File: src/rtl/evt_tally_pkg.sv
package evt_tally_pkg;

    localparam int TALLY_W_DEF  = 32;
    localparam int SYNC_MIN     = 2;
    localparam int SYNC_DEF     = 2;

    // edge history: newest synchronized sample and the one before it
    typedef struct packed {
        logic cur;
        logic prev;
    } edge_hist_t;

    function automatic logic is_rise(input edge_hist_t h);
        return h.cur & ~h.prev;
    endfunction

endpackage

File: src/rtl/evt_sync.sv
module evt_sync #(
    parameter int STAGES = evt_tally_pkg::SYNC_DEF
) (
    input  logic clk,
    input  logic rst,
    input  logic async_in,
    output logic sync_out
);
    localparam int LAST = STAGES - 1;

    logic [LAST:0] chain_q;

    generate
        if (STAGES < evt_tally_pkg::SYNC_MIN) begin : g_bad
            initial $error("evt_sync needs at least two stages");
        end
    endgenerate

    always_ff @(posedge clk) begin
        if (rst) begin
            chain_q <= '0;
        end else begin
            chain_q <= {chain_q[LAST-1:0], async_in};
        end
    end

    assign sync_out = chain_q[LAST];

endmodule

File: src/rtl/evt_rise_det.sv
module evt_rise_det
    import evt_tally_pkg::*;
(
    input  logic clk,
    input  logic rst,
    input  logic sync_in,
    output logic rise
);
    edge_hist_t hist;
    logic       prev_q;

    always_ff @(posedge clk) begin
        if (rst) begin
            prev_q <= 1'b0;
        end else begin
            prev_q <= sync_in;
        end
    end

    assign hist.cur  = sync_in;
    assign hist.prev = prev_q;
    assign rise      = is_rise(hist);

    // a rise pulse never lasts two cycles
    assert_one_pulse_R2: assert property (@(posedge clk) disable iff (rst)
        rise |=> !rise);

endmodule

File: src/rtl/evt_counter.sv
module evt_counter #(
    parameter int W = evt_tally_pkg::TALLY_W_DEF
) (
    input  logic         clk,
    input  logic         rst,
    input  logic         inc_en,
    output logic [W-1:0] count
);
    localparam logic [W-1:0] ONE = W'(1);

    logic [W-1:0] count_q;

    always_ff @(posedge clk) begin
        if (rst) begin
            count_q <= '0;
        end else if (inc_en) begin
            count_q <= count_q + ONE;
        end
    end

    assign count = count_q;

    assert_step_R3: assert property (@(posedge clk) disable iff (rst)
        inc_en |=> count_q == W'($past(count_q) + ONE));

    assert_hold_R4: assert property (@(posedge clk) disable iff (rst)
        !inc_en |=> $stable(count_q));

endmodule

File: src/rtl/evt_snapshot.sv
module evt_snapshot #(
    parameter int W = evt_tally_pkg::TALLY_W_DEF
) (
    input  logic         clk,
    input  logic         rst,
    input  logic         take,
    input  logic [W-1:0] live,
    output logic [W-1:0] held,
    output logic         fresh
);
    logic [W-1:0] held_q;
    logic         fresh_q;

    always_ff @(posedge clk) begin
        if (rst) begin
            held_q  <= '0;
            fresh_q <= 1'b0;
        end else begin
            fresh_q <= take;
            if (take) begin
                held_q <= live;
            end
        end
    end

    assign held  = held_q;
    assign fresh = fresh_q;

    assert_capture_R5: assert property (@(posedge clk) disable iff (rst)
        take |=> held_q == $past(live));

    assert_keep_R7: assert property (@(posedge clk) disable iff (rst)
        !take |=> $stable(held_q) && !fresh_q);

endmodule

File: src/rtl/async_event_tally.sv
module async_event_tally #(
    parameter int CNT_W       = evt_tally_pkg::TALLY_W_DEF,
    parameter int SYNC_STAGES = evt_tally_pkg::SYNC_DEF
) (
    input  logic             clk,
    input  logic             rst,
    input  logic             event_in,
    input  logic             snap_req,
    output logic [CNT_W-1:0] count_out,
    output logic [CNT_W-1:0] snap_out,
    output logic             snap_valid
);
    logic             ev_sync;
    logic             ev_rise;
    logic [CNT_W-1:0] live_cnt;

    evt_sync #(.STAGES(SYNC_STAGES)) u_sync (
        .clk      (clk),
        .rst      (rst),
        .async_in (event_in),
        .sync_out (ev_sync)
    );

    evt_rise_det u_rise (
        .clk     (clk),
        .rst     (rst),
        .sync_in (ev_sync),
        .rise    (ev_rise)
    );

    evt_counter #(.W(CNT_W)) u_cnt (
        .clk    (clk),
        .rst    (rst),
        .inc_en (ev_rise),
        .count  (live_cnt)
    );

    evt_snapshot #(.W(CNT_W)) u_snap (
        .clk   (clk),
        .rst   (rst),
        .take  (snap_req),
        .live  (live_cnt),
        .held  (snap_out),
        .fresh (snap_valid)
    );

    assign count_out = live_cnt;

    // a capture strobe never disturbs the count beyond a single step
    assert_run_on_R6: assert property (@(posedge clk) disable iff (rst)
        snap_req |=> (count_out == $past(count_out)) ||
                     (count_out == CNT_W'($past(count_out) + CNT_W'(1))));

    assert_reset_R1: assert property (@(posedge clk)
        rst |=> count_out == '0 && snap_out == '0 && !snap_valid);

endmodule

File: config.mk
export PLATFORM = sky130hd
export DESIGN_NAME = async_event_tally
export DESIGN_NICKNAME = d
export VERILOG_FILES = /design/src/rtl/evt_tally_pkg.sv /design/src/rtl/evt_sync.sv /design/src/rtl/evt_rise_det.sv /design/src/rtl/evt_counter.sv /design/src/rtl/evt_snapshot.sv /design/src/rtl/async_event_tally.sv
export SDC_FILE = /design/constraint.sdc
export NUM_CORES = 1
export LEC_CHECK = 0
export BUFFER_PORTS_ARGS = -buffer_cell sky130_fd_sc_hd__buf_2
export CAP_MARGIN = 20
export CORE_MARGIN = 2
export CORE_UTILIZATION = 53
export CTS_CLUSTER_SIZE = 20
export DETAILED_ROUTE_END_ITERATION = 8
export PLACE_DENSITY_LB_ADDON = 0.15
export SYNTH_ARGS = -nofsm -noshare
export SYNTH_HDL_FRONTEND = slang
export SYNTH_HIERARCHICAL = 1
export SYNTH_SLANG_ARGS = --single-unit
File: constraint.sdc
create_clock -name clk -period 2.1 [get_ports clk]
set_input_delay 0.42 -clock clk [delete_from_list [all_inputs] [get_ports clk]]
set_output_delay 0.42 -clock clk [all_outputs]
set_load 0.05 [all_outputs]
; Word-level counts from Yosys, hierarchy flattened
; Cells that the tools add are included.
[word_totals]
register_bits = 68
inputBits = 4
out_inout_bits = 65
word_cells = 8
[op_classes]
add_sub_neg = 1
bitwise_logic = 2
[op_table]
columns = operator, n
row1 = $add 32x1->32 const B, 1
row2 = $and 1x1->1, 1
row3 = $not 1->1, 1

; Longest topological paths before layout
; Gate-level depths: netlist of the first run.
[logic_depth]
ltp_word = 2
depth_mapped = 7
mapped_depth_nobuf = 5

; Modules after synthesis
; Netlist of the first run, hierarchy kept.
[by_module_without_submodules]
columns = mod, n_inst, cells_per_inst, area_each_um2
row1 = evt_counter, 1, 181, 1564.0
row2 = evt_snapshot, 1, 106, 1202.4
row3 = evt_sync, 1, 4, 52.6
row4 = evt_rise_det, 1, 3, 47.5

; Least setup slack after synthesis of the first run
; Ideal clock, no wire load.
[synth_path]
path_type = reg-to-reg
start = register u_cnt.count_q[9] (netlist: u_cnt/count[9])
end = register u_cnt.count_q[31] (netlist: u_cnt/count[31])
arrival_ns = 2.161
t_required_ns = 1.977
slack_ns = -0.184
path_stages_with_launch = 6
n_path_buf = 1
synth_period_minus_slack_ns = 2.284
path_cell_list = dfxtp_1 nand4_2 or4_4 buf_6 nor4_4 mux2_1
[synth_between]
elab_chain_cells = 1
[synth_rtl]
columns = item, line
row1 = "start, declared", evt_counter.sv:11  ; logic [W-1:0] count_q;
row2 = "start signal, assigned", evt_counter.sv:17  ; count_q <= count_q + ONE;
row3 = $add 32x1->32, evt_counter.sv:17
; Every way passes these cells.
; A chain may end at the register's enable or synchronous reset.

; Worst setup path in the final report of the first run
[layout_path]
start = register u_sync.chain_q[1]
end = register u_cnt.count_q[27] (netlist: u_cnt/count[27])
[layout_between]
elab_chain_cells = 1
[layout_rtl]
columns = item, line
row1 = "start, declared", evt_sync.sv:11  ; logic [LAST:0] chain_q;
row2 = "start signal, assigned", evt_sync.sv:23  ; chain_q <= {chain_q[LAST-1:0], async_in};
row3 = $and 1x1->1, evt_tally_pkg.sv:14  ; return h.cur & ~h.prev;
row4 = via ev_rise, async_event_tally.sv:14  ; logic ev_rise;
; The timed path passes the listed nets, and every way through them passes these cells.

==> results of run 1 <==
==> sequential cells by signal, indices dropped and copies added (netlist names) <==
signal / flops
u_snap/fresh: 1
u_snap/held: 32
u_sync/chain_q: 2
u_cnt/count: 32
u_rise/prev_q: 1
==> critical path, stage by stage, from the launching register on <==
cell     delay [ns]
dfxtp_1        0.33
nor2b_4        0.14
and4_1         0.37
nand4_1        0.35
nor3b_1        0.31
mux2_2         0.35
==> final cells by class <==
type,count,area share (%)
clock buffer,13,4.64
clock inverter,2,0.293
inverter,4,0.439
multi-input combinational,204,39.5
sequential,68,40.1
tap,70,2.56
timing repair buffer,76,12.4
==> cells in the final DEF, fill, tap and decap left out, drive strengths merged, types with 7 or more instances in the layout <==
| cell | n |
|---|---|
| nor2 | 58 |
| a21oi | 7 |
| mux2 | 11 |
| nand2 | 9 |
| nand3 | 9 |
| dfxtp | 68 |
| buf | 76 |
| nor3 | 10 |
| mux2i | 33 |
| clkbuf | 13 |
| nor2b | 15 |
| xor2 | 9 |
| nand4 | 11 |
==> routing by layer <==
metal / track usage [%] / vias up / share of wire [%]
li1: - / 1144 / -
met1: 28.4 / 1040 / 49
met2: 30.7 / 57 / 45
met3: 3.95 / 10 / 4.1
met4: 9.64 / 0 / 1.5
met5: 0 / - / 0
==> power by group through the flow <==
| stage | clock [mW] | sequential, mW | combinational [mW] |
|---|---|---|---|
| 6_report | 0.928 | 1.30 | 0.0912 |
| 4_1_cts | 0.950 | 1.30 | 0.0922 |
| 2_1_floorplan | 0 | 1.34 | 0.0701 |
| 3_5_place_dp | 0 | 1.33 | 0.0920 |
| 3_3_place_gp | 0 | 1.33 | 0.0911 |
| 5_1_grt | 1.01 | 1.30 | 0.0982 |
==> logic make-up (layout without fill, tap and decap cells) <==
family / after synthesis / in the layout / synth area share (%)
adder cells (fa/ha/maj): 1 / 1 / 0.436
multiplexers: 44 / 44 / 15.8
XOR/XNOR: 13 / 13 / 3.97
flip-flops: 68 / 68 / 47.5
AND/OR/NAND/NOR: 132 / 132 / 24.2
buffers and inverters: 22 / 95 / 5.32
AO/OA/AOI/OAI: 14 / 14 / 2.71
==> worst paths after layout <==
path	start	to	slack (ns)	depth (start not counted)
worst max-delay path	u_sync/chain_q[1]	u_cnt/count[27]	0.13	5
worst min-delay path	event_in	u_sync/chain_q[0]	0.30	2
worst max register to register	u_sync/chain_q[1]	u_cnt/count[27]	0.13	5
worst min register to register	u_sync/chain_q[1]	u_rise/prev_q	0.47	1
==> what timing repair did <==
item | CTS | global route
endpoints found under the hold margin | 0 | 0
endpoints found under the setup margin | 0 | 3
buffers inserted | 0 | 1
==> results.cfg, run 1 <==
[routing]
firstDrtPassIters = 4
ant_nets = 0
vias = 2251
drt_wl_total_mm = 5.74
wl_per_cell_um = 13.1
first_iter_violations = 128
drc = 0
post_drt_via_cell_ratio = 5.15

[yosys]
synthTopCellsByCount = 68 x dfxtp_1, 56 x nor2_1, 33 x mux2i_1
syn_area_um2 = 2870
ys_seq_elements = 68
yosysWarnings = 6
synth-edff-count = 0
syn_nets = 299
synth_cells = 294
yosysTopAreaCell = dfxtp_1
avgSynthCellArea_um2 = 9.75
synthArstFlopShare_pct = 0
synth_top_area_share_pct = 47.5
synth_ff_type = dfxtp_1
synth_area_leaders = dfxtp_1 47%, mux2i_1 12%, nor2_1 7.3%, mux2_2 3.5%, nor2b_1 2.8%
yosysMostFrequentCell = dfxtp_1
yosysSeqAreaShare_pct = 47.5
ys_types = 35

[die]
die_h_um = 77.5
start_util_pct = 55.4
core_area_um2 = 5170
ioPinCount = 69
die_area_um2 = 6010
die_w_um = 77.5
num_rows = 26

[placed_design]
gp_congestion = 0.777
io_buffers = 68
dp_hpwl_mm = 3.78
place_area_um2 = 3250
pre_cts_slack_ns = 0.154
dpl.cell_count = 421

[setup_path]
crit_path_start_kind = flop
cp.arrival_ns = 2.19
crit_path_end_kind = flop
cp.required_ns = 2.32
crit_path_max_fanout = 9
critical_path_class = reg -> reg

[power_and_ir_drop]
sw_frac_of_total_pct = 21.9
seqPwrFrac_pct = 56.0
ir_drop_mv = 0.435
power_mw = 2.32
clkPwrFrac_pct = 40.0
p_int_mw = 1.81
cellLeakagePower_nw = 1.58
p_switching_mw = 0.507
p_comb_share_pct = 3.9
p_per_area_nw_per_um2 = 677

[sta]
finalHoldViolCount = 0
fin_crit_sh_pct = 93.6
setup_viol = 0
relSlewSlack_pct = 71.0
finalWorstSetupSlack_ns = 0.134
fin_hold_ws_ns = 0.296
worst-slew-pin-transition_ns = 0.431
tns_ns = 0
min_period_ns = 1.97
rsz0062_at_grt = no
drv_slew = 0
clock_skew_ns = 0.00591
clock.fmax_ghz = 0.509

[global_route]
first_global_vias = 2103
antenna_found_initial = 0
grt_pass1_wl_mm = 9.96
overflow = 0
grt_usage_pct = 20.5
grt_start_max_net_pins = 80

[clocking]
cts_root_buf = clkbuf_8
cts-buffers-inserted = 9
tritoncts = yes
clock-sinks = 68
clk_path_buf_depth = 2
htreeDepth = 3
clk_latency_ns = 0.33
ctsResizeCount = 0
cts_hold_buf = 0
clk_pin_slew_ns = 0.07

[layout]
drive_gt1_share_pct = 31.6
final_core_util_pct = 66.2
diodes = 0
fin_cells = 437
fillers = 433
seq_area_um2 = 1370
syn2layout_area_growth_pct = 19.4
final_area_um2 = 3420
layout.nets = 368
multi_input_comb_area_um2 = 1350

[worst_hold_path]
hold_path_class = in -> reg

[run]
cap_violations = 0

[run_status]
outcome = finished clean
Note: power is estimated with default switching activity, not from simulation.
==> run 2, diff against run 1 <==
==> constraint.sdc (replaced) <==
create_clock -name clk -period 2.1 [get_ports clk]
set_input_delay 0.42 -clock clk [delete_from_list [all_inputs] [get_ports clk]]
set_output_delay 0.42 -clock clk [all_outputs]
set_load 0.02 [all_outputs]
==> run 2 against run 1 <==
Sequential power is essentially flat. Sequential cell count is the same. Non-clock buffer count grew 1. Critical path depth shrank 1. Worst setup slack lost 0.030 ns. Via count grew 0.84%. Register-to-register slack lost 0.03 ns.
==> results.cfg, run 2 (same netlist as run 1, synthesis figures left out) <==
[run_status]
outcome = finished clean

[setup_path]
critical_path_class = reg -> reg
cp.arrival_ns = 2.22
crit_path_start_kind = flop
crit_path_max_fanout = 10
slowest_stage = or4_4
crit_path_end_kind = flop
cp.required_ns = 2.32
crit_chain = nand4_2, or4_4, nor4_4, mux2_1
max_stage_delay_ns = 0.64

[sta]
finalHoldViolCount = 0
fin_crit_sh_pct = 95.1
relSlewSlack_pct = 76.7
drv_slew = 0
clock_skew_ns = 0.00401
finalWorstSetupSlack_ns = 0.103
clock.fmax_ghz = 0.501
rsz0062_at_grt = no
min_period_ns = 2.00
tns_ns = 0
setup_viol = 0
fin_hold_ws_ns = 0.293
worst-slew-pin-transition_ns = 0.346

[global_route]
first_global_vias = 2115
grt_pass1_wl_mm = 9.83
grt_start_max_net_pins = 35
overflow = 0
antenna_found_initial = 0
grt_usage_pct = 20.1

[die]
start_util_pct = 55.4
die_h_um = 77.5
die_w_um = 77.5
ioPinCount = 69
num_rows = 26
die_area_um2 = 6010
core_area_um2 = 5170

[routing]
wl_per_cell_um = 13.1
firstDrtPassIters = 5
ant_nets = 0
first_iter_violations = 102
vias = 2270
drt_wl_total_mm = 5.72
post_drt_via_cell_ratio = 5.18
drc = 0

[clocking]
cts-buffers-inserted = 9
clk_pin_slew_ns = 0.07
clock-sinks = 68
tritoncts = yes
htreeDepth = 3
clk_latency_ns = 0.33
clk_path_buf_depth = 2
cts_setup_buffers = 0
cts_root_buf = clkbuf_8

[run]
cap_violations = 0

[layout]
final_area_um2 = 3420
drive_gt1_share_pct = 29.6
layout.nets = 369
fillers = 432
final_cell_mix = 68 x buf_2, 68 x dfxtp_1, 56 x nor2_1, 33 x mux2i_1, 13 x nor2b_1
final_core_util_pct = 66.2
syn2layout_area_growth_pct = 19.4
diodes = 0

[power_and_ir_drop]
p_per_area_nw_per_um2 = 676
cellLeakagePower_nw = 1.58
ir_drop_mv = 0.453

[placed_design]
pre_cts_slack_ns = 0.127
place_area_um2 = 3250
dp_hpwl_mm = 3.94
gp_congestion = 0.743
io_buffers = 68

[worst_hold_path]
hold_path_class = in -> reg
run 2: report_power, final:
part | switching (mW) | internal, mW
clock | 0.444 | 0.483
sequential | 0.00372 | 1.29
combinational | 0.0532 | 0.0344
run 2: layout make-up:
class,count,area [um2],share of cell area (%)
clock inverters,2,10.0,0.292
flip-flops and latches,68,1360,39.8
inverters,4,15.0,0.439
clock buffers,13,159,4.64
repair buffers,77,433,12.6
well taps,70,87.6,2.56
multi-input cells,204,1360,39.7
run 2: timing repair:
action | 4_1_cts | 5_1_grt
hold buffers | 0 | 0
setup endpoints to repair | 0 | 1
gates resized for setup | 0 | 1
run 2: final timing paths:
| path | cells after the start | slack (ns) | start | end |
|---|---|---|---|---|
| worst max-delay path | 4 | 0.10 | u_cnt/count[9] | u_cnt/count[31] |
| worst min-delay path | 2 | 0.29 | event_in | u_sync/chain_q[0] |
| worst max register to register | 4 | 0.10 | u_cnt/count[9] | u_cnt/count[31] |
| worst min register to register | 1 | 0.47 | u_sync/chain_q[0] | u_sync/chain_q[1] |
run 2: critical path, delay by kind of cell (launching register included):
family | cells | cell delay (ns)
mux | 1 | 0.35
simple gates | 3 | 1.11
flops | 1 | 0.43
run 2: per-stage QoR:
step                      instances  power [mW]
after detailed placement        423        1.42
after floorplan                 294        1.40
after CTS                       438        2.34
after global routing            438        2.40
after global placement          423        1.41
final                           438        2.31
run 2: routing by layer:
layer  wire (um)  share of wire (%)  global-route usage, %  vias to the layer above
met1        2830                 49                   27.4                     1064
met2        2580                 45                   31.5                       55
met3         234                4.1                   3.26                        8
met4          81                1.4                   9.11                        0
met5           0                  0                      0                        -
li1            -                  -                      -                     1143
